<file path="config.mk">
export PLATFORM = sky130hd
export DESIGN_NAME = uart_flowctl
export DESIGN_NICKNAME = d
export VERILOG_FILES = /design/src/rtl/uart_flowctl.sv
export SDC_FILE = /design/constraint.sdc
export NUM_CORES = 1
export LEC_CHECK = 0
export BUFFER_PORTS_ARGS = -buffer_cell sky130_fd_sc_hd__buf_2
export CAP_MARGIN = 5
export CORE_MARGIN = 10
export CORE_UTILIZATION = 35
export DETAILED_ROUTE_END_ITERATION = 12
export GPL_TIMING_DRIVEN = 0
export PLACE_DENSITY = 0.63
export SETUP_SLACK_MARGIN = 0.3
export SLEW_MARGIN = 20
export SYNTH_ARGS = -nofsm -noshare
export SYNTH_HDL_FRONTEND = slang
export SYNTH_SLANG_ARGS = --single-unit
</file>
<file path="constraint.sdc">
create_clock -name clk -period 2.6 [get_ports clk]
set_input_delay 0.52 -clock clk [delete_from_list [all_inputs] [get_ports clk]]
set_output_delay 0.52 -clock clk [all_outputs]
set_load 0.02 [all_outputs]
</file>
<file path="src/rtl/uart_flowctl.sv">
module uart_flowctl #(
  parameter int DEPTH   = 16,
  parameter int LVL_W   = $clog2(DEPTH + 1),
  parameter int THR_RST = DEPTH / 2
) (
  input  logic             clk,
  input  logic             rst_n,
  input  logic             cts_n_i,
  output logic             rts_n_o,
  input  logic             ctl_we_i,
  input  logic [7:0]       ctl_wdata_i,
  input  logic             thr_we_i,
  input  logic [LVL_W-1:0] thr_wdata_i,
  input  logic             msr_rd_i,
  output logic [7:0]       msr_o,
  input  logic             irq_en_i,
  output logic             irq_o,
  input  logic             tx_req_i,
  output logic             tx_go_o,
  input  logic [LVL_W-1:0] rx_level_i
);
  localparam int BIT_REQ  = 1;
  localparam int BIT_LOOP = 4;
  localparam int BIT_AUTO = 5;

  logic             req_q, loop_q, auto_q;
  logic [LVL_W-1:0] thr_q;
  logic             cts_meta, cts_sync, cts_prev;
  logic             dcts_q;
  logic             rts_q;
  logic             rts_next;

  always_ff @(posedge clk or negedge rst_n) begin
    if (!rst_n) begin
      req_q  <= 1'b0;
      loop_q <= 1'b0;
      auto_q <= 1'b0;
    end else if (ctl_we_i) begin
      req_q  <= ctl_wdata_i[BIT_REQ];
      loop_q <= ctl_wdata_i[BIT_LOOP];
      auto_q <= ctl_wdata_i[BIT_AUTO];
    end
  end

  always_ff @(posedge clk or negedge rst_n) begin
    if (!rst_n)        thr_q <= LVL_W'(THR_RST);
    else if (thr_we_i) thr_q <= thr_wdata_i;
  end

  always_ff @(posedge clk or negedge rst_n) begin
    if (!rst_n) begin
      cts_meta <= 1'b1;
      cts_sync <= 1'b1;
      cts_prev <= 1'b1;
    end else begin
      cts_meta <= cts_n_i;
      cts_sync <= cts_meta;
      cts_prev <= cts_sync;
    end
  end

  always_ff @(posedge clk or negedge rst_n) begin
    if (!rst_n)                    dcts_q <= 1'b0;
    else if (cts_sync != cts_prev) dcts_q <= 1'b1;
    else if (msr_rd_i)             dcts_q <= 1'b0;
  end

  always_comb begin
    if (loop_q)      rts_next = 1'b1;
    else if (auto_q) rts_next = (rx_level_i > thr_q);
    else             rts_next = ~req_q;
  end

  always_ff @(posedge clk or negedge rst_n) begin
    if (!rst_n) rts_q <= 1'b1;
    else        rts_q <= rts_next;
  end

  assign rts_n_o = rts_q;
  assign msr_o   = {3'b000, ~cts_sync, 3'b000, dcts_q};
  assign irq_o   = dcts_q & irq_en_i;
  assign tx_go_o = tx_req_i & (~auto_q | ~cts_sync);

endmodule


</file>
==> run metrics <==
leakage 0.4467 nW; Compound-Gate Fraction of Synth Area 0.09942; CTS H-tree lvls 1; post-layout util 0.4855; Initial Utilization 0.3717; post-synth top area share 0.3119; fin area 838.3 µm²; CTS tree yes; per-cell routed wire length 10.83 µm; Worst Reg-to-Reg Cells 5; Hold Vio Cnt, Final 0; syn_area_per_cell 10.70 µm²; skew final 0.001427 ns; total negative slack 0 ns; initial drt markers 1; area of the core 0.001727 mm²; period utilisation layout 0.6138; Total GRT Usage 0.06969; leading post-synthesis cells by cell area dfrtp_1 31%, dfstp_2 20%, ha_1 9.7%, buf_4 8.2%, mux2_2 7.0%; area leader, netlist dfrtp_1; clock buffer count from CTS 3; FP Rows 15; routed wire length 1278 µm; number of fillers in the final layout 181; GPL Wtd Cong about 0.69; sequential cell area fraction in the yosys report 0.5166; hold buffers post-CTS 0; post-synthesis simple-gate area fraction 0.06043; WHS 0.1159 ns; area share of fa/ha/maj cells after synthesis 0.09747; commonest non-fill, non-tap cell in the layout buf_2; flop2flop setup slack 1.22 ns; clock tree root driver cell clkbuf_4; Tmin final 1.596 ns; max-slew violations 0; post_cts resized 0; Post-CTS Setup Repair Bufs 0; main combinational cell family by area after synthesis buffers and inverters; post-synthesis register bit count 13; first-pass iteration count of the detailed router 2; CTS clk-pin slew, worst paths around 0.070 ns; port bufs 24; crit path DAT ~1.1 ns; hpwl dp 1100 µm; layout net count 125; commonest cells after routing, fill and taps aside 25 x buf_2, 8 x inv_1, 8 x dfrtp_1, 7 x buf_4; Mapped Area approximately 640 µm²; Fmax 0.6267 GHz; Power Density 538.9 mW/mm²; worst hold-check path type in -> async; multiplexer share of the synthesized area 0.07018; FF-to-FF Start thr_q[3]$_DFFE_PN1P_; n_diodes 0; Ports 37; post-synthesis share of cell area spent on xor and xnor gates 0.01365; Setup CP Type reg -> out; first-pass GRT wire length 2208 µm; CP Capture Point tx_go_o; die extent in x 62.83 µm; Residual DRC 0; Setup Viol. Count Final 0; largest net degree at the start of global routing 14; vias 481; cell count after synthesis 60; CP endpoint kind output port; VDD IR max 0.0001881 V; CP required 2.08 ns; Area Overhead vs Synth 30.60%; Num Clock Sinks 13; Critical Path Fanout Max 4; Final ANT Viol Nets 0; placed cell area slightly above 800 µm²; initial antenna violation count 0; ratio of cells with drive above 1 in the final layout 0.4731; GRT overflow 0; crit path launch cts_sync$_DFF_PN1_; worst reg2reg endpoint rts_n_o$_DFF_PN1_; yosys warns 0; RSZ-0062 raised after global routing no; full die area just under 0.004 mm²; status finished clean; critical path launch point type flip-flop; Die Ht around 63 µm; vias per inst approximately 4; number of global-route vias before repair around 510; worst-skew pair later-pin latency 0.27 ns; count of maximum capacitance violations 0; unique cell type count in the Yosys netlist 18; maximum clock insertion buffer count 2
-- cells in the mapped netlist (all sizes together) --
cell type  n
a21oi      2
mux2       4
a21boi     1
dfstp      5
nand2      5
o21ai      7
ha         5
nand4      1
buf        8
inv        8
and2       1
nor2       2
dfrtp      8
xnor2      1
o221a      1
conb       1
-- cell type report --
cell class              count  area (µm²)  share of cell area
plain buffers               8       57.56             0.06866
well taps                  25       31.28             0.03731
repair buffers             24       120.1              0.1433
clock buffers               4       26.28             0.03134
flip-flops and latches     13       331.6              0.3955
inverters                   8       30.03             0.03582
multi-input cells          36       241.5              0.2881
-- stage by stage --
stage                     total power (W)  setup slack (ns)  std cells
after global routing            0.0004859            0.9600        118
after CTS                       0.0004607            0.9937        118
after detailed placement        0.0003351             1.112        114
after global placement          0.0003331             1.115        114
final                           0.0004518             1.004        118
after floorplan                 0.0003008             1.051         65
-- registers in the layout, indices dropped and copies added (netlist names) --
signal    cells
req_q         1
loop_q        1
auto_q        1
thr_q         5
cts_sync      1
cts_meta      1
rts_n_o       1
dcts_q        1
cts_prev      1
-- power breakdown --
group	internal, W	switching [W]
Combinational	0.0000462	0.0000505
Clock	0.0000595	0.0000628
Sequential	0.000225	0.00000807
Total	0.000330	0.000121
-- logic make-up after synthesis --
group,count (synthesis)
xor+xnor,1
other cells,1
compound gates,11
simple gates,9
mux,4
flops,13
buf+inv,16
fa+ha+maj,5
-- routing by layer --
metal,global-route usage,part of all wire
met5,0,0
met4,0.04190,0.0086
met3,0.03584,0.095
met2,0.1115,0.47
met1,0.07092,0.43
-- worst min path at each step --
stage	cells past startpoint	slack, ns	to
3_5_place_dp	0	0.35	cts_sync$_DFF_PN1_
4_1_cts	1	0.12	loop_q$_DFFE_PN0P_
2_1_floorplan	0	0.22	auto_q$_DFFE_PN0P_
5_1_grt	1	0.12	auto_q$_DFFE_PN0P_
3_3_place_gp	0	0.35	cts_sync$_DFF_PN1_
6_report	1	0.12	loop_q$_DFFE_PN0P_
-- worst max-delay path: stages (launching register included) --
cell and delay [ns]:
dfstp_2 0.56, a21boi_0 0.08, buf_2 0.16
(Power assumes the default switching activity.)
